$ cat config.mk
export PLATFORM = sky130hd
export DESIGN_NAME = priv_trap_unit
export DESIGN_NICKNAME = d
export VERILOG_FILES = /design/src/rtl/trap_pkg.sv /design/src/rtl/trap_rst_sync.sv /design/src/rtl/trap_vec_gen.sv /design/src/rtl/trap_status_ctrl.sv /design/src/rtl/priv_trap_unit.sv
export SDC_FILE = /design/constraint.sdc
export NUM_CORES = 1
export LEC_CHECK = 0
export BUFFER_PORTS_ARGS = -buffer_cell sky130_fd_sc_hd__buf_2
export CORE_AREA = 10 10 278 280
export DETAILED_ROUTE_END_ITERATION = 8
export DIE_AREA = 0 0 288 290
export GPL_TIMING_DRIVEN = 0
export SLEW_MARGIN = 20
export SYNTH_ARGS = -nofsm -noshare
export SYNTH_HDL_FRONTEND = slang
export SYNTH_SLANG_ARGS = --single-unit
$ cat constraint.sdc
create_clock -name clk -period 14.1 [get_ports clk]
set_clock_uncertainty 0.15 [all_clocks]
set_input_delay 2.115 -clock clk [delete_from_list [all_inputs] [get_ports clk]]
set_output_delay 2.115 -clock clk [all_outputs]
set_load 0.005 [all_outputs]
$ cat src/rtl/trap_pkg.sv
package trap_pkg;
  typedef enum logic [1:0] {
    PRV_USER = 2'b00,
    PRV_SUP  = 2'b01,
    PRV_RSV  = 2'b10,
    PRV_MACH = 2'b11
  } priv_t;

  typedef enum logic [1:0] {
    VEC_DIRECT = 2'b00,
    VEC_IRQ    = 2'b01,
    VEC_BAD_A  = 2'b10,
    VEC_BAD_B  = 2'b11
  } vmode_t;
endpackage

$ cat src/rtl/trap_rst_sync.sv
module trap_rst_sync #(
  parameter int STAGES = 2
) (
  input  logic clk,
  input  logic arst_n,
  output logic srst_n
);
  logic [STAGES-1:0] chain_q;

  always_ff @(posedge clk or negedge arst_n) begin
    if (!arst_n) chain_q <= '0;
    else         chain_q <= {chain_q[STAGES-2:0], 1'b1};
  end

  assign srst_n = chain_q[STAGES-1];
endmodule

$ cat src/rtl/trap_vec_gen.sv
module trap_vec_gen
  import trap_pkg::*;
#(
  parameter int XLEN   = 64,
  parameter int CODE_W = 4
) (
  input  logic [XLEN-1:0]   tvec,
  input  logic              is_irq,
  input  logic [CODE_W-1:0] code,
  output logic [XLEN-1:0]   target,
  output logic              mode_bad
);
  localparam int PAD_W = XLEN - CODE_W - 2;

  logic [XLEN-1:0] base;
  logic [XLEN-1:0] offset;
  vmode_t          mode;

  assign base   = {tvec[XLEN-1:2], 2'b00};
  assign offset = {{PAD_W{1'b0}}, code, 2'b00};
  assign mode   = vmode_t'(tvec[1:0]);

  always_comb begin
    target   = base;
    mode_bad = 1'b0;
    case (mode)
      VEC_DIRECT: target = base;
      VEC_IRQ:    target = is_irq ? (base + offset) : base;
      default:    mode_bad = 1'b1;
    endcase
  end
endmodule

$ cat src/rtl/trap_status_ctrl.sv
module trap_status_ctrl
  import trap_pkg::*;
(
  input  logic  clk,
  input  logic  rst_n,
  input  logic  do_mtrap,
  input  logic  do_strap,
  input  logic  do_mret,
  input  logic  do_sret,
  output priv_t priv_q,
  output logic  m_ie_q,
  output logic  m_pie_q,
  output priv_t m_pp_q,
  output logic  s_ie_q,
  output logic  s_pie_q,
  output logic  s_pp_q
);
  priv_t priv_d, m_pp_d;
  logic  m_ie_d, m_pie_d, s_ie_d, s_pie_d, s_pp_d;
  logic  upd_en;

  assign upd_en = do_mtrap | do_strap | do_mret | do_sret;

  always_comb begin
    priv_d  = priv_q;
    m_ie_d  = m_ie_q;
    m_pie_d = m_pie_q;
    m_pp_d  = m_pp_q;
    s_ie_d  = s_ie_q;
    s_pie_d = s_pie_q;
    s_pp_d  = s_pp_q;
    if (do_mtrap) begin
      m_pie_d = m_ie_q;
      m_ie_d  = 1'b0;
      m_pp_d  = priv_q;
      priv_d  = PRV_MACH;
    end else if (do_strap) begin
      s_pie_d = s_ie_q;
      s_ie_d  = 1'b0;
      s_pp_d  = (priv_q == PRV_SUP);
      priv_d  = PRV_SUP;
    end else if (do_mret) begin
      m_ie_d  = m_pie_q;
      m_pie_d = 1'b1;
      priv_d  = m_pp_q;
      m_pp_d  = PRV_USER;
    end else if (do_sret) begin
      s_ie_d  = s_pie_q;
      s_pie_d = 1'b1;
      priv_d  = s_pp_q ? PRV_SUP : PRV_USER;
      s_pp_d  = 1'b0;
    end
  end

  always_ff @(posedge clk or negedge rst_n) begin
    if (!rst_n) begin
      priv_q  <= PRV_MACH;
      m_ie_q  <= 1'b0;
      m_pie_q <= 1'b0;
      m_pp_q  <= PRV_USER;
      s_ie_q  <= 1'b0;
      s_pie_q <= 1'b0;
      s_pp_q  <= 1'b0;
    end else if (upd_en) begin
      priv_q  <= priv_d;
      m_ie_q  <= m_ie_d;
      m_pie_q <= m_pie_d;
      m_pp_q  <= m_pp_d;
      s_ie_q  <= s_ie_d;
      s_pie_q <= s_pie_d;
      s_pp_q  <= s_pp_d;
    end
  end


  mtrap_stack_chk: assert property (@(posedge clk) disable iff (!rst_n)
    do_mtrap |=> (priv_q == PRV_MACH) && !m_ie_q && (m_pie_q == $past(m_ie_q))
                 && (m_pp_q == $past(priv_q)));

  strap_stack_chk: assert property (@(posedge clk) disable iff (!rst_n)
    do_strap |=> (priv_q == PRV_SUP) && !s_ie_q && (s_pie_q == $past(s_ie_q))
                 && (s_pp_q == ($past(priv_q) == PRV_SUP)));

  mret_unstack_chk: assert property (@(posedge clk) disable iff (!rst_n)
    (do_mret && !do_mtrap && !do_strap) |=> m_pie_q && (m_pp_q == PRV_USER)
                 && (m_ie_q == $past(m_pie_q)) && (priv_q == $past(m_pp_q)));

  sret_unstack_chk: assert property (@(posedge clk) disable iff (!rst_n)
    (do_sret && !do_mtrap && !do_strap && !do_mret) |=> s_pie_q && !s_pp_q
                 && (s_ie_q == $past(s_pie_q)));
endmodule

$ cat src/rtl/priv_trap_unit.sv
module priv_trap_unit
  import trap_pkg::*;
#(
  parameter int XLEN   = 64,
  parameter int CODE_W = 4
) (
  input  logic              clk,
  input  logic              rst_n,
  input  logic              req_valid,
  input  logic              req_trap,
  input  logic              req_mret,
  input  logic              req_sret,
  input  logic              trap_irq,
  input  logic [CODE_W-1:0] trap_code,
  input  logic [XLEN-1:0]   trap_pc,
  input  logic              trap_val_en,
  input  logic [XLEN-1:0]   trap_val,
  input  logic [1:0]        trap_tgt,
  input  logic [XLEN-1:0]   mtvec_in,
  input  logic [XLEN-1:0]   stvec_in,
  output logic              npc_valid,
  output logic [XLEN-1:0]   next_pc,
  output logic              err_mode,
  output logic              err_target,
  output logic [1:0]        priv,
  output logic              m_ie,
  output logic              m_pie,
  output logic [1:0]        m_pp,
  output logic              s_ie,
  output logic              s_pie,
  output logic              s_pp,
  output logic [XLEN-1:0]   mcause,
  output logic [XLEN-1:0]   mepc,
  output logic [XLEN-1:0]   mtval,
  output logic [XLEN-1:0]   scause,
  output logic [XLEN-1:0]   sepc,
  output logic [XLEN-1:0]   stval
);
  localparam int CAUSE_PAD = XLEN - 1 - CODE_W;

  logic srst_n;

  trap_rst_sync #(.STAGES(2)) u_rst (
    .clk    (clk),
    .arst_n (rst_n),
    .srst_n (srst_n)
  );

  priv_t priv_q, m_pp_q, tgt;
  logic  m_ie_q, m_pie_q, s_ie_q, s_pie_q, s_pp_q;

  assign tgt = priv_t'(trap_tgt);

  // request decode with fixed priority: trap, then Machine return, then Supervisor return
  logic trap_go, mret_go, sret_go;
  assign trap_go = req_valid & req_trap;
  assign mret_go = req_valid & ~req_trap & req_mret;
  assign sret_go = req_valid & ~req_trap & ~req_mret & req_sret;

  logic tgt_bad;
  always_comb begin
    case (tgt)
      PRV_MACH: tgt_bad = 1'b0;
      PRV_SUP:  tgt_bad = (priv_q == PRV_MACH);
      default:  tgt_bad = 1'b1;
    endcase
  end

  logic [XLEN-1:0] tvec_sel, vec_target;
  logic            vec_bad;
  assign tvec_sel = (tgt == PRV_MACH) ? mtvec_in : stvec_in;

  trap_vec_gen #(.XLEN(XLEN), .CODE_W(CODE_W)) u_vec (
    .tvec     (tvec_sel),
    .is_irq   (trap_irq),
    .code     (trap_code),
    .target   (vec_target),
    .mode_bad (vec_bad)
  );

  logic trap_ok, do_mtrap, do_strap, bad_tgt_ev, bad_mode_ev;
  assign bad_tgt_ev  = trap_go & tgt_bad;
  assign bad_mode_ev = trap_go & ~tgt_bad & vec_bad;
  assign trap_ok     = trap_go & ~tgt_bad & ~vec_bad;
  assign do_mtrap    = trap_ok & (tgt == PRV_MACH);
  assign do_strap    = trap_ok & (tgt == PRV_SUP);

  trap_status_ctrl u_stat (
    .clk      (clk),
    .rst_n    (srst_n),
    .do_mtrap (do_mtrap),
    .do_strap (do_strap),
    .do_mret  (mret_go),
    .do_sret  (sret_go),
    .priv_q   (priv_q),
    .m_ie_q   (m_ie_q),
    .m_pie_q  (m_pie_q),
    .m_pp_q   (m_pp_q),
    .s_ie_q   (s_ie_q),
    .s_pie_q  (s_pie_q),
    .s_pp_q   (s_pp_q)
  );

  // cause and trap value shared by both levels
  logic [XLEN-1:0] cause_d, tval_d;
  assign cause_d = {trap_irq, {CAUSE_PAD{1'b0}}, trap_code};
  assign tval_d  = (!trap_irq && trap_val_en) ? trap_val : '0;

  logic [XLEN-1:0] mcause_q, mepc_q, mtval_q, scause_q, sepc_q, stval_q;

  always_ff @(posedge clk or negedge srst_n) begin
    if (!srst_n) begin
      mcause_q <= '0;
      mepc_q   <= '0;
      mtval_q  <= '0;
    end else if (do_mtrap) begin
      mcause_q <= cause_d;
      mepc_q   <= trap_pc;
      mtval_q  <= tval_d;
    end
  end

  always_ff @(posedge clk or negedge srst_n) begin
    if (!srst_n) begin
      scause_q <= '0;
      sepc_q   <= '0;
      stval_q  <= '0;
    end else if (do_strap) begin
      scause_q <= cause_d;
      sepc_q   <= trap_pc;
      stval_q  <= tval_d;
    end
  end

  // redirect and error outputs
  logic            npc_en;
  logic [XLEN-1:0] npc_d;
  logic            npc_vld_q, err_mode_q, err_tgt_q;
  logic [XLEN-1:0] npc_q;

  assign npc_en = trap_ok | mret_go | sret_go;

  always_comb begin
    if (trap_ok)      npc_d = vec_target;
    else if (mret_go) npc_d = mepc_q;
    else              npc_d = sepc_q;
  end

  always_ff @(posedge clk or negedge srst_n) begin
    if (!srst_n) begin
      npc_vld_q  <= 1'b0;
      err_mode_q <= 1'b0;
      err_tgt_q  <= 1'b0;
    end else begin
      npc_vld_q  <= npc_en;
      err_mode_q <= bad_mode_ev;
      err_tgt_q  <= bad_tgt_ev;
    end
  end

  always_ff @(posedge clk or negedge srst_n) begin
    if (!srst_n)     npc_q <= '0;
    else if (npc_en) npc_q <= npc_d;
  end

  assign npc_valid  = npc_vld_q;
  assign next_pc    = npc_q;
  assign err_mode   = err_mode_q;
  assign err_target = err_tgt_q;
  assign priv       = priv_q;
  assign m_ie       = m_ie_q;
  assign m_pie      = m_pie_q;
  assign m_pp       = m_pp_q;
  assign s_ie       = s_ie_q;
  assign s_pie      = s_pie_q;
  assign s_pp       = s_pp_q;
  assign mcause     = mcause_q;
  assign mepc       = mepc_q;
  assign mtval      = mtval_q;
  assign scause     = scause_q;
  assign sepc       = sepc_q;
  assign stval      = stval_q;


  err_excl_chk: assert property (@(posedge clk) disable iff (!srst_n)
    (err_mode_q || err_tgt_q) |-> !npc_vld_q);

  err_frozen_chk: assert property (@(posedge clk) disable iff (!srst_n)
    (bad_tgt_ev || bad_mode_ev) |=> $stable(priv_q) && $stable(mepc_q) && $stable(sepc_q));

  idle_chk: assert property (@(posedge clk) disable iff (!srst_n)
    !req_valid |=> !npc_vld_q && !err_mode_q && !err_tgt_q && $stable(priv_q)
                   && $stable(mcause_q) && $stable(scause_q));

  irq_tval_chk: assert property (@(posedge clk) disable iff (!srst_n)
    (do_mtrap && trap_irq) |=> (mtval_q == '0));
endmodule

-- Word-level counts from Yosys, hierarchy flattened
Cells that the tools add are included.
- flip-flop bits (word level): 344
- bits of input ports: 270
- $add $sub $neg: 1
- eq/ne operators: 7
- mux-type cells: 31
- bitwise operators: 20
- reductions and logical operators: 10
- operators by type and width (kind ; number):
    two-way mux 64 bit ; 6
    adder 64 x 6 -> 64 bit ; 1
    two-way mux 1 bit ; 17
    two-way mux 2 bit ; 7
    bitwise AND 1 bit ; 11
    == test 2 x 1 -> 1 bit (second input constant) ; 3
    OR 1 bit ; 5
    == test 2 bit (second input constant) ; 2
    inequality test 2 x 1 -> 1 bit (second input constant) ; 2
    NOT 1 bit ; 4
    AND reduction 4 bit ; 1
    nonzero test 2 bit ; 2
    nonzero test 4 bit ; 1
    AND reduction 3 bit ; 1
    zero test 2 bit ; 1
    one-hot mux 1 bit (2 select lines) ; 1
    AND reduction 2 bit ; 1
    OR reduction 2 bit ; 1
    logical AND 1 bit ; 1
    zero test 1 bit ; 1

-- Depth between registers and ports, before layout
Gate-level depths: netlist of run 1.
- depth after elaboration: 10
- depth in mapped cells: 19
- mapped depth without buffers: 12

-- Cells and area by module
A second synthesis of run 1 with hierarchy kept.
- cell total of the unflattened synthesis: 1706
- area total of the unflattened synthesis: 18393.9 um2
- by module, submodules not included (module ; instances ; cells an instance ; area an instance (um2) ; sequential area each (um2)):
    priv_trap_unit ; 1 ; 1434 ; 16315.6 ; 8333.0
    trap_vec_gen ; 1 ; 228 ; 1609.0 ; 0.0
    trap_status_ctrl ; 1 ; 41 ; 415.4 ; 227.7
    trap_rst_sync ; 1 ; 3 ; 53.8 ; 50.0

-- Least setup slack after synthesis of run 1
No wires, ideal clock.
- path kind: input port to flip-flop
- start: input port trap_tgt[1]
- end: register npc_q[38] (netlist: next_pc[38])
- arrival: 5.464 ns
- data required time: 13.863 ns
- setup slack: 8.399 ns
- stages on the path: 19
- buffers on the path: 7
- cells stage by stage: buf_6 -> and2_4 -> buf_6 -> buf_6 -> buf_2 -> clkbuf_1 -> buf_2 -> nand2_1 -> nand2_1 -> ha_1 -> inv_1 -> fa_1 -> nor2b_1 -> o21a_1 -> o211ai_1 -> nor4_4 -> buf_2 -> nand2_1 -> o211ai_1
- word-level cells in the longest chain between the ends: 7
- elaborated cells between the ends (all ways): 16
- RTL lines (element ; RTL line ; source):
    start, declared ; priv_trap_unit.sv:18 ; input logic [1:0] trap_tgt,
    parallel branches: the longest is 7 deep, another holds adder 64 x 6 -> 64 bit ; -- ;
    end signal, assigned ; priv_trap_unit.sv:163 ; else if (npc_en) npc_q <= npc_d;
    end, declared ; priv_trap_unit.sv:139 ; logic [XLEN-1:0] npc_q;
Several ways; the timed one is not identified.
A chain may end at the register's enable or synchronous reset.

-- Worst setup path in the final report of run 1
- start: input port trap_tgt[0]
- end: register npc_q[47] (netlist: next_pc[47])
The elaborated chain is that of the path after synthesis.

==> results of run 1 <==
-- cell usage after synthesis, drive strengths merged (3+ instances only) --
cell    count
nor4       19
nor3       20
xor2       12
buf       154
mux2       81
or3         5
and4        3
nor4b       4
o31ai       6
a31oi      18
nand3b      4
and2        7
and3       14
nand2     654
o211ai     19
nand3      46
nor3b       3
o31a        4
nor2b       3
o21ai     201
inv         7
nand2b      3
nand4      66
o21bai      3
dfrtp     342
or2         3
nor2       90
a211oi      3
a21oi      29
a211o       8
ha          4
a21o        4
clkbuf    100
mux2i      35
xnor2       9
a311o      47
a311oi     10
o221ai      7
-- worst max-delay path by stage --
stage,from,end,slack [ns],cells after the start
detailed placement,trap_tgt[0],next_pc[41],5.99,17
global route,trap_tgt[0],next_pc[41],6.26,17
CTS,trap_tgt[0],next_pc[41],6.60,17
floorplan,u_rst.chain_q[1],err_mode,3.66,0
global placement,u_rst.chain_q[1],mepc[17],-1.36,0
finish,trap_tgt[0],next_pc[47],6.41,18
-- layer usage --
metal / routed length (um) / up-vias
li1: - / 8540
met5: 109 / -
met2: 48370 / 1012
met1: 42340 / 9562
met3: 10130 / 167
met4: 3206 / 14
-- power groups by stage --
stage,clock network (mW),logic (mW),registers [mW]
4_1_cts,1.18,0.687,1.26
2_1_floorplan,0,0.273,1.27
6_report,1.15,0.682,1.26
5_1_grt,1.22,0.744,1.28
3_3_place_gp,0,0.652,1.29
3_5_place_dp,0,0.685,1.28
-- cell type report --
type	instances	area, um^2
diodes	14	35.03
plain buffers	254	1470
clock buffers	58	1224
clock inverters	18	227.7
fillers	7606	46770
inverters	7	26.28
multi-input cells	1587	8554
flip-flops and latches	344	8615
well taps	950	1189
repair buffers	618	3251
-- worst register-to-register path, delay by kind of cell, from the launching register on --
kind | cells | cell delay, ns
buffers and inverters | 4 | 2.08
AND/OR/NAND/NOR | 5 | 1.22
flip-flops | 1 | 0.60
-- cell families (layout without fill, tap and decap cells) --
family / after synthesis / in the layout / share of synthesized area, %
AOI/OAI and AO/OA: 376 / 376 / 13.34
other: 2 / 133 / 0.04126
xor gates and xnor gates: 21 / 21 / 1.011
muxes: 116 / 116 / 6.936
and+or+nand+nor: 950 / 950 / 22.80
adders and majority gates: 5 / 5 / 0.3850
buffers and inverters: 261 / 955 / 8.180
DFF: 344 / 344 / 47.31
-- registers in the layout, summed over array words and instances, names as in the netlist, 5 cells and up --
name / cells
stval: 64
mcause: 5
scause: 5
mtval: 64
next_pc: 64
mepc: 64
sepc: 64
==> qor.yml, run 1 <==
status: "finished clean"
dieWidth_um: 288
rr_worst_depth: 9
busiest_layer: "met2"
maxCapViolCount: 0
cts.sink_count: 344
peakVddDrop_v: 0.00009348
synth_edf_count: 0
netSwitchingPower_uw: 995.0
tightestPinTransition_ns: 1.221
yosys.area.top_type_share_pct: 47.02
cpMaxStageDelayCell: "nor4_4"
power_mw: 3.096
p_per_area_nw_per_um2: 125.9
via_count: 19300
drt-pass1-iter-count: 6
yosys_warnings: 0
slew_violations: 0
endpoint_kind: "register"
ant_nets: 0
ys_seq_area_share_pct: 47.31
internal_power_mw: 2.101
critPathKind: "in2reg"
finalHoldViolations: 0
arrival_ns: 7.89
final_common_cell: "nand2_1"
clk_latency_ns: 0.60
clockBufferDepth: 3
min_path_type: "reg2async"
die_height_um: 290
finalInstanceArea_um2: 24590
combinationalPowerShare_pct: 22.0
switching_share_pct: 32.13
routed_wl_um: 104200
drt_first_iter_violations: 1802
grt_pass1_vias: 18880
postCtsHoldBufs: 0
synthTopCellsByArea: "dfrtp_1 (47%), nand2_1 (13%), o21ai_0 (5.2%)"
start_kind: "input port"
antenna_found_initial: 19
met3_usage_pct: 6.663
synth_cell_types: 69
most-common-layout-cells: "nand2_1 (653), buf_2 (630), dfrtp_1 (341), o21ai_0 (188), buf_4 (121)"
fin_nets: 3130
critPathTopFamily: "buffers and inverters"
pre_cts_ws_ns: 5.991
rows: 98
setup_viol: 0
final_util_pct: 34.46
dpl_cell_area_um2: 23100
die_area_um2: 83520
cts-buffers-inserted: 43
dpl.cell_count: 3760
reg2reg_from: "u_stat.priv_q[1]"
grt_pass1_wl_um: 144000
core_area_um2: 71360
leakagePower_nw: 12.55
grt_max_degree: 54
drc: 0
drive_gt1_share_pct: 32.81
max_slew_margin_pct: 18.61
syn_area_per_cell_um2: 8.772
wl_per_cell_um: 27.05
fin_crit_ns: 7.693
setup_ws_ns: 6.407
via_per_inst: 5.012
grt_util_all_layers_pct: 23.72
port_buffers: 610
r2r-end: "mepc[38]"
max_stage_delay_ns: 0.81
r2r_slack_ns: 9.99
crit_fanout: 10
crit_top_cell: "buf_2"
fmax_ghz: 0.1300
grt-ovfl-total: 0
yosysTopAreaCell: "dfrtp_1"
gp_congestion: 0.9639
io_pins: 730
globalRouteMet2Util_pct: 38.03
dp_hpwl_um: 83760
clk_pin_slew_ns: 0.06
cts_tree: "done"
crit_chain: "buf_2 > buf_4 > nand2_2 > buf_2 > buf_2 > buf_2 > buf_2 > buf_2 > nand2_1 > nand2_1 > ha_1 > o21ai_0 > o21bai_1 > nand3_1 > clkbuf_1 > nor4_4 > and2_1 > o221ai_1"
cp.buffers_inverters: 8
synth_flop_cell: "dfrtp_1"
grt_use_met1_pct: 30.30
layoutNonFillerInstCount: 3850
holdWs_ns: 0.01890
period_share_pct: 54.56
synth-seq-cells: 344
synth_area_um2: 18200
clkPwrFrac_pct: 37.2
seqPwrFrac_pct: 40.7
syn_to_final_growth_pct: 35.11
cts_root_buffer: "clkbuf_16"
start_util_pct: 25.50
post_cts_buffers: 0
h-tree-depth: 2
worst_ep_required_time_ns: 14.29
rsz0062_at_grt: "false"
synth_cells: 2075
cts_resized: 0
ys_async_sr_fraction_pct: 100.0
tns_ns: 0
Power figures use the tool's default switching activity.
==> inputs of run 2 (changes only) <==
--- a/config.mk
+++ b/config.mk
@@ -5,10 +5,11 @@
 export SDC_FILE = /design/constraint.sdc
 export NUM_CORES = 1
 export LEC_CHECK = 0
+export ABC_AREA = 1
 export BUFFER_PORTS_ARGS = -buffer_cell sky130_fd_sc_hd__buf_2
-export CORE_AREA = 10 10 278 280
+export CORE_AREA = 10 10 277 279
 export DETAILED_ROUTE_END_ITERATION = 8
-export DIE_AREA = 0 0 288 290
+export DIE_AREA = 0 0 287 289
 export GPL_TIMING_DRIVEN = 0
 export SLEW_MARGIN = 20
 export SYNTH_ARGS = -nofsm -noshare
==> constraint.sdc (replaced) <==
create_clock -name clk -period 6.7 [get_ports clk]
set_clock_uncertainty 0.15 [all_clocks]
set_input_delay 1.005 -clock clk [delete_from_list [all_inputs] [get_ports clk]]
set_output_delay 1.005 -clock clk [all_outputs]
set_load 0.005 [all_outputs]
==> run 2 against run 1 <==
Non-clock buffer count is 7 lower. Global-route usage fell by 0.38 points. Synthesized area rose by 2.4%. Highest routed layer unchanged. Critical endpoint is now next_pc[26]. Critical path depth rose by 2. Final cell count up 10%. Largest cell class unchanged. Total power rose by 110%. Synthesized cell count grew 20%. Final area up 1.2%.
==> qor.yml, run 2 <==
status: "finished clean"  # unchanged
dpl.cell_count: 4172  # was 3760
cpMaxStageDelayCell: "buf_1"  # was nor4_4
worst_ep_required_time_ns: 7.04  # was 14.29 ns
dieWidth_um: 287  # was 288 um
clockBufferDepth: 3  # unchanged
final_common_cell: "nand2_1"  # unchanged
clk_latency_ns: 0.55  # was 0.60 ns
drc: 0  # unchanged
io_pins: 730  # unchanged
min_path_type: "in2async"  # was reg2async
synth_edf_count: 0  # unchanged
grt_pass1_vias: 19760  # was 18880
fin_nets: 3540  # was 3130
fin_crit_ns: 4.683
grt_pass1_wl_um: 142100  # was 144000 um
crit_chain: "buf_6 > nand2_8 > buf_4 > buf_2 > buf_1 > nand2_1 > nand2_1 > ha_1 > inv_1 > fa_1 > inv_1 > nand2_1 > nand2_1 > nand2_2 > nor2_4 > nand2_2 > nor2_4 > xor2_1 > o21ai_0 > nand2_1"  # was buf_2 > buf_4 > nand2_2 > buf_2 > buf_2 > buf_2 > buf_2 > buf_2 > nand2_1 > nand2_1 > ha_1 > o21ai_0 > o21bai_1 > nand3_1 > clkbuf_1 > nor4_4 > and2_1 > o221ai_1
cts_resized: 0  # unchanged
die_area_um2: 82940  # was 83520 um^2
yosysTopAreaCell: "dfrtp_1"  # unchanged
die_height_um: 289  # was 290 um
gp_congestion: 0.9556  # was 0.9639
crit_fanout: 10  # unchanged
synth_cell_types: 43  # was 69
netlist_top_cells_count: "nand2_1 (907), dfrtp_1 (342), o21ai_0 (302), inv_1 (160), nand3_1 (150)"  # was nand2_1 (653), dfrtp_1 (342), o21ai_0 (188), buf_4 (121), clkbuf_1 (100)
syn_to_final_growth_pct: 33.51  # was 35.11%
synth_flop_cell: "dfrtp_1"  # unchanged
maxCapViolCount: 0  # unchanged
ys_seq_area_share_pct: 46.19  # was 47.31%
yosys_warnings: 0  # unchanged
h-tree-depth: 2  # unchanged
grt_util_all_layers_pct: 23.34  # was 23.72%
drt_first_iter_violations: 1296  # was 1802
final_util_pct: 34.99  # was 34.46%
critPathKind: "in2reg"  # unchanged
synthTopCellsByArea: "dfrtp_1 (46%), nand2_1 (18%), o21ai_0 (8.1%)"  # was dfrtp_1 (47%), nand2_1 (13%), o21ai_0 (5.2%)
start_kind: "input port"  # unchanged
fmax_ghz: 0.2135
drive_gt1_share_pct: 29.01  # was 32.81%
via_count: 19470  # was 19300
wl_per_cell_um: 23.70  # was 27.05 um
most-common-layout-cells: "nand2_1 (907), buf_2 (656), dfrtp_1 (341), o21ai_0 (302), inv_1 (160)"  # was nand2_1 (653), buf_2 (630), dfrtp_1 (341), o21ai_0 (188), buf_4 (121)
rows: 98  # unchanged
max_slew_margin_pct: 38.57  # was 18.61%
post_cts_buffers: 0  # unchanged
synth_cells: 2488  # was 2075
p_per_area_nw_per_um2: 256.8  # was 125.9 nW/um^2
synth_area_um2: 18640  # was 18200 um^2
ant_nets: 0  # unchanged
period_share_pct: 69.90
endpoint_kind: "register"  # unchanged
via_per_inst: 4.581  # was 5.012
peakVddDrop_v: 0.0002312  # was 0.00009348 V
grt_max_degree: 56  # was 54
synth-seq-cells: 344  # unchanged
cts_tree: "done"  # unchanged
cts_root_buffer: "clkbuf_16"  # unchanged
tns_ns: 0  # unchanged
core_area_um2: 71120  # was 71360 um^2
crit_top_cell: "nand2_1"  # was buf_2
tightestPinTransition_ns: 0.9215  # was 1.221 ns
grt-ovfl-total: 0  # unchanged
rsz0062_at_grt: "false"  # unchanged
start_util_pct: 26.21  # was 25.50%
slew_violations: 0  # unchanged
leakagePower_nw: 13.36  # was 12.55 nW
syn_area_per_cell_um2: 7.492  # was 8.772 um^2
routed_wl_um: 100700  # was 104200 um
postCtsHoldBufs: 0  # unchanged
drt-pass1-iter-count: 5  # was 6
layoutNonFillerInstCount: 4251  # was 3850
port_buffers: 609  # was 610
cts-buffers-inserted: 41  # was 43
dp_hpwl_um: 83920  # was 83760 um
fill_cells: 7760  # was 7606
antenna_found_initial: 11  # was 19
setup_viol: 0  # unchanged
max_stage_delay_ns: 0.48  # was 0.81 ns
yosys.area.top_type_share_pct: 45.91  # was 47.02%
ys_async_sr_fraction_pct: 100.0  # unchanged
power_mw: 6.392  # was 3.096 mW
clk_pin_slew_ns: 0.06  # about the same
synth.most_common_cell: "nand2_1"  # unchanged
finalHoldViolations: 0  # unchanged
arrival_ns: 5.02  # was 7.89 ns
cts.sink_count: 344  # unchanged
[run 2: cell type report]
cell class | instances | area, um^2 | area share [%]
sequential | 344 | 8615 | 34.62
multi-input combinational | 1846 | 8272 | 33.24
timing repair buffer | 617 | 3241 | 13.02
buffer | 248 | 1573 | 6.320
clock buffer | 61 | 1242 | 4.992
tap | 950 | 1189 | 4.776
inverter | 167 | 626.9 | 2.519
clock inverter | 12 | 113.9 | 0.4575
antenna | 6 | 15.01 | 0.06033
[run 2: layer usage]
layer / up-vias / part of all wire (%) / global-route usage [%]
li1: 9239 / - / -
met1: 9315 / 39 / 27.13
met5: - / 0.045 / 0
met2: 797 / 50 / 41.58
met3: 115 / 9.0 / 7.012
met4: 6 / 2.4 / 5.393
[run 2: where the power goes]
part / internal, mW / total (mW) / switching [mW]
combinational: 0.579 / 1.47 / 0.894
sequential: 2.40 / 2.65 / 0.247
clock: 1.33 / 2.27 / 0.942
total: 4.31 / 6.39 / 2.08
[run 2: cell families (layout without fill, tap and decap cells)]
group                      Yosys count  count (layout)  synth area share, %
AOI/OAI and AO/OA                  389             389                10.81
DFF                                344             344                46.19
buffers and inverters              415            1105                11.80
adders and majority gates            5               5               0.3759
other                                2             125              0.04029
xor gates and xnor gates            29              29                1.363
and+or+nand+nor                   1304            1304                29.41
[run 2: worst max-delay path: cells and delay by family]
kind                       cells  cell delay, ns
and+or+nand+nor               10            1.49
buffers and inverters          6            1.26
adders and majority gates      2            0.63
xor gates and xnor gates       1            0.45
AOI/OAI and AO/OA              1            0.14
[run 2: stage by stage]
stage | instance area (um^2) | hold WS (ns) | setup WS [ns]
final | 24890 | 0.08293 | 2.017
after global routing | 24870 | 0.05953 | 1.792
after CTS | 24870 | 0.04208 | 2.045
after detailed placement | 23520 | 0.1834 | 1.465
after global placement | 23320 | 0.1842 | -1.679
after floorplan | 19080 | 0.1811 | 0.9299
[run 2: final timing paths]
path / start / end / slack (ns) / cells past startpoint
max: trap_tgt[1] / next_pc[26] / 2.02 / 20
min: rst_n / u_rst.chain_q[1] / 0.08 / 1
max reg2reg: u_stat.priv_q[0] / mepc[49] / 3.38 / 9
min reg2reg: u_rst.chain_q[1] / stval[10] / 0.17 / 0
min in group clk: u_rst.chain_q[0] / u_rst.chain_q[1] / 0.21 / 0
max in group asynchronous: u_rst.chain_q[1] / next_pc[37] / 4.93 / 3
==> inputs of run 3 (changes only) <==
--- a/config.mk
+++ b/config.mk
@@ -7,9 +7,9 @@
 export LEC_CHECK = 0
 export ABC_AREA = 1
 export BUFFER_PORTS_ARGS = -buffer_cell sky130_fd_sc_hd__buf_2
-export CORE_AREA = 10 10 277 279
+export CORE_AREA = 10 10 279 281
 export DETAILED_ROUTE_END_ITERATION = 8
-export DIE_AREA = 0 0 287 289
+export DIE_AREA = 0 0 289 291
 export GPL_TIMING_DRIVEN = 0
 export SLEW_MARGIN = 20
 export SYNTH_ARGS = -nofsm -noshare
==> constraint.sdc (replaced) <==
create_clock -name clk -period 4.6 [get_ports clk]
set_clock_uncertainty 0.15 [all_clocks]
set_input_delay 0.69 -clock clk [delete_from_list [all_inputs] [get_ports clk]]
set_output_delay 0.69 -clock clk [all_outputs]
set_load 0.005 [all_outputs]
==> run 3 against run 2 <==
First-iteration DRC count increased by 1.9%. Global-route usage down 0.082 points. Hold slack improved by 0.061 ns. Setup slack got worse by 1.5 ns. Critical path depth did not move.
==> qor.yml, run 3 (synthesized netlist as in run 2, its figures left out) <==
r2r_slack_ns: 1.10  # was 3.38 ns
internal_power_mw: 6.351  # was 4.309 mW
switching_share_pct: 32.30  # was 32.59%
io_pins: 730  # unchanged
gp_congestion: 0.9471  # was 0.9556
clockBufferDepth: 3  # unchanged
cts-buffers-inserted: 38  # was 41
grt_util_all_layers_pct: 23.26  # was 23.34%
h-tree-depth: 2  # unchanged
setup_ws_ns: 0.5111  # was 2.017 ns
reg2reg_from: "u_stat.priv_q[0]"  # unchanged
dpl_cell_area_um2: 23520  # about the same
endpoint_kind: "register"  # unchanged
final_common_cell: "nand2_1"  # unchanged
ant_nets: 0  # unchanged
rows: 99  # was 98
seqPwrFrac_pct: 41.1  # was 41.5%
start_kind: "input port"  # unchanged
finalHoldViolations: 0  # unchanged
port_buffers: 609  # unchanged
grt_pass1_vias: 19540  # was 19760
cts.sink_count: 344  # unchanged
start_util_pct: 25.77  # was 26.21%
crit_fanout: 10  # unchanged
max_slew_margin_pct: 40.64  # was 38.57%
slew_violations: 0  # unchanged
via_per_inst: 4.570  # was 4.581
most-common-layout-cells: "nand2_1 (907), buf_2 (656), dfrtp_1 (341), o21ai_0 (302), inv_1 (160)"  # unchanged
power_mw: 9.381  # was 6.392 mW
routed_wl_um: 101500  # was 100700 um
netSwitchingPower_mw: 3.030  # was 2.083 mW
status: "finished clean"  # unchanged
maxCapViolCount: 0  # unchanged
rr_worst_depth: 9  # unchanged
syn_to_final_growth_pct: 33.58  # was 33.51%
clk_pin_slew_ns: 0.06  # about the same
dieWidth_um: 289  # was 287 um
rsz0062_at_grt: "false"  # unchanged
wl_per_cell_um: 23.86  # was 23.70 um
arrival_ns: 4.43  # was 5.02 ns
grt-ovfl-total: 0  # unchanged
fin_crit_ns: 4.089
core_area_um2: 72340  # was 71120 um^2
combinationalPowerShare_pct: 22.9  # was 23.0%
r2r-end: "mepc[30]"  # was mepc[49]
drc: 0  # unchanged
tightestPinTransition_ns: 0.8810  # was 0.9215 ns
die_height_um: 291  # was 289 um
fmax_ghz: 0.2446
p_per_area_nw_per_um2: 376.8  # was 256.8 nW/um^2
fin_nets: 3538  # was 3540
period_share_pct: 88.89
setup_viol: 0  # unchanged
grt_max_degree: 55  # was 56
final_util_pct: 34.42  # was 34.99%
clk_latency_ns: 0.56  # was 0.55 ns
finalInstanceArea_um2: 24900  # was 24890 um^2
drt_first_iter_violations: 1320  # was 1296
die_area_um2: 84100  # was 82940 um^2
via_count: 19440  # was 19470
clkPwrFrac_pct: 36.0  # was 35.5%
post_cts_buffers: 0  # unchanged
antenna_found_initial: 16  # was 11
peakVddDrop_v: 0.0002667  # was 0.0002312 V
tns_ns: 0  # unchanged
leakagePower_nw: 13.35  # was 13.36 nW
min_path_type: "reg2async"  # was in2async
drive_gt1_share_pct: 28.94  # was 29.01%
worst_ep_required_time_ns: 4.94  # was 7.04 ns
cts_tree: "done"  # unchanged
drt-pass1-iter-count: 5  # unchanged
critPathKind: "in2reg"  # unchanged
pre_cts_ws_ns: -0.3056  # was 1.465 ns
cts_root_buffer: "clkbuf_16"  # unchanged
dp_hpwl_um: 84230  # was 83920 um
grt_pass1_wl_um: 142900  # was 142100 um
==> run 3: worst max-delay path, stage by stage <==
cell and delay, ns:
buf_6 0.16, nand2_8 0.13, buf_4 0.18, buf_2 0.29
clkbuf_2 0.40, nand2_1 0.08, nand2_1 0.11, ha_1 0.18
inv_1 0.06, fa_1 0.41, inv_1 0.10, nand2_1 0.05
nand2_1 0.12, nand2_2 0.13, nor2_4 0.29, nand2_2 0.15
nor2_4 0.19, xor2_1 0.44, o21ai_0 0.14, nand2_1 0.09
==> run 3: area by class of cell <==
| cell class | instances | area [um^2] |
|---|---|---|
| Antenna cell | 3 | 7.507 |
| Buffer | 248 | 1574 |
| Clock buffer | 53 | 1089 |
| Clock inverter | 17 | 269.0 |
| Fill cell | 7936 | 47440 |
| Inverter | 167 | 626.9 |
| Multi-Input combinational cell | 1846 | 8272 |
| Sequential cell | 344 | 8615 |
| Tap cell | 959 | 1200 |
| Timing Repair Buffer | 618 | 3247 |
==> run 3: what timing repair did <==
item / CTS / global route
endpoints found under the hold margin: 2 / 0
resized for setup: 0 / 1
hold buffers: 1 / 0
setup endpoints to repair: 0 / 1
==> run 3: metal layers <==
metal | routed length (um) | vias to the layer above | track usage [%]
met5 | 93 | - | 0
met4 | 1924 | 14 | 4.462
met3 | 9190 | 104 | 7.091
met2 | 50920 | 737 | 41.26
met1 | 39380 | 9370 | 27.20
li1 | - | 9219 | -
==> run 3: worst max-delay path by stage <==
stage | start | end | slack (ns) | cells past startpoint
4_1_cts | trap_tgt[1] | next_pc[26] | 0.26 | 20
2_1_floorplan | u_rst.chain_q[1] | err_mode | 1.05 | 0
5_1_grt | trap_tgt[1] | next_pc[26] | 0.22 | 20
3_3_place_gp | u_rst.chain_q[1] | mtval[51] | -0.54 | 0
6_report | trap_tgt[1] | next_pc[26] | 0.51 | 20
3_5_place_dp | trap_tgt[1] | next_pc[26] | -0.31 | 20
==> run 3: through the flow <==
step,hold slack [ns],cells
floorplan,0.1812,2605
global placement,0.1865,4173
detailed placement,0.1596,4181
CTS,0.1559,4252
global route,0.1753,4253
finish,0.1441,4255
==> run 3: power by group through the flow <==
stage                     Clock [mW]  Combinational (mW)  Sequential, mW
final                           3.37                2.15            3.85
after global routing            3.57                2.40            3.91
after detailed placement           0                2.18            3.90
after CTS                       3.44                2.18            3.85
after global placement             0                2.08            3.94
after floorplan                    0               0.868            3.92
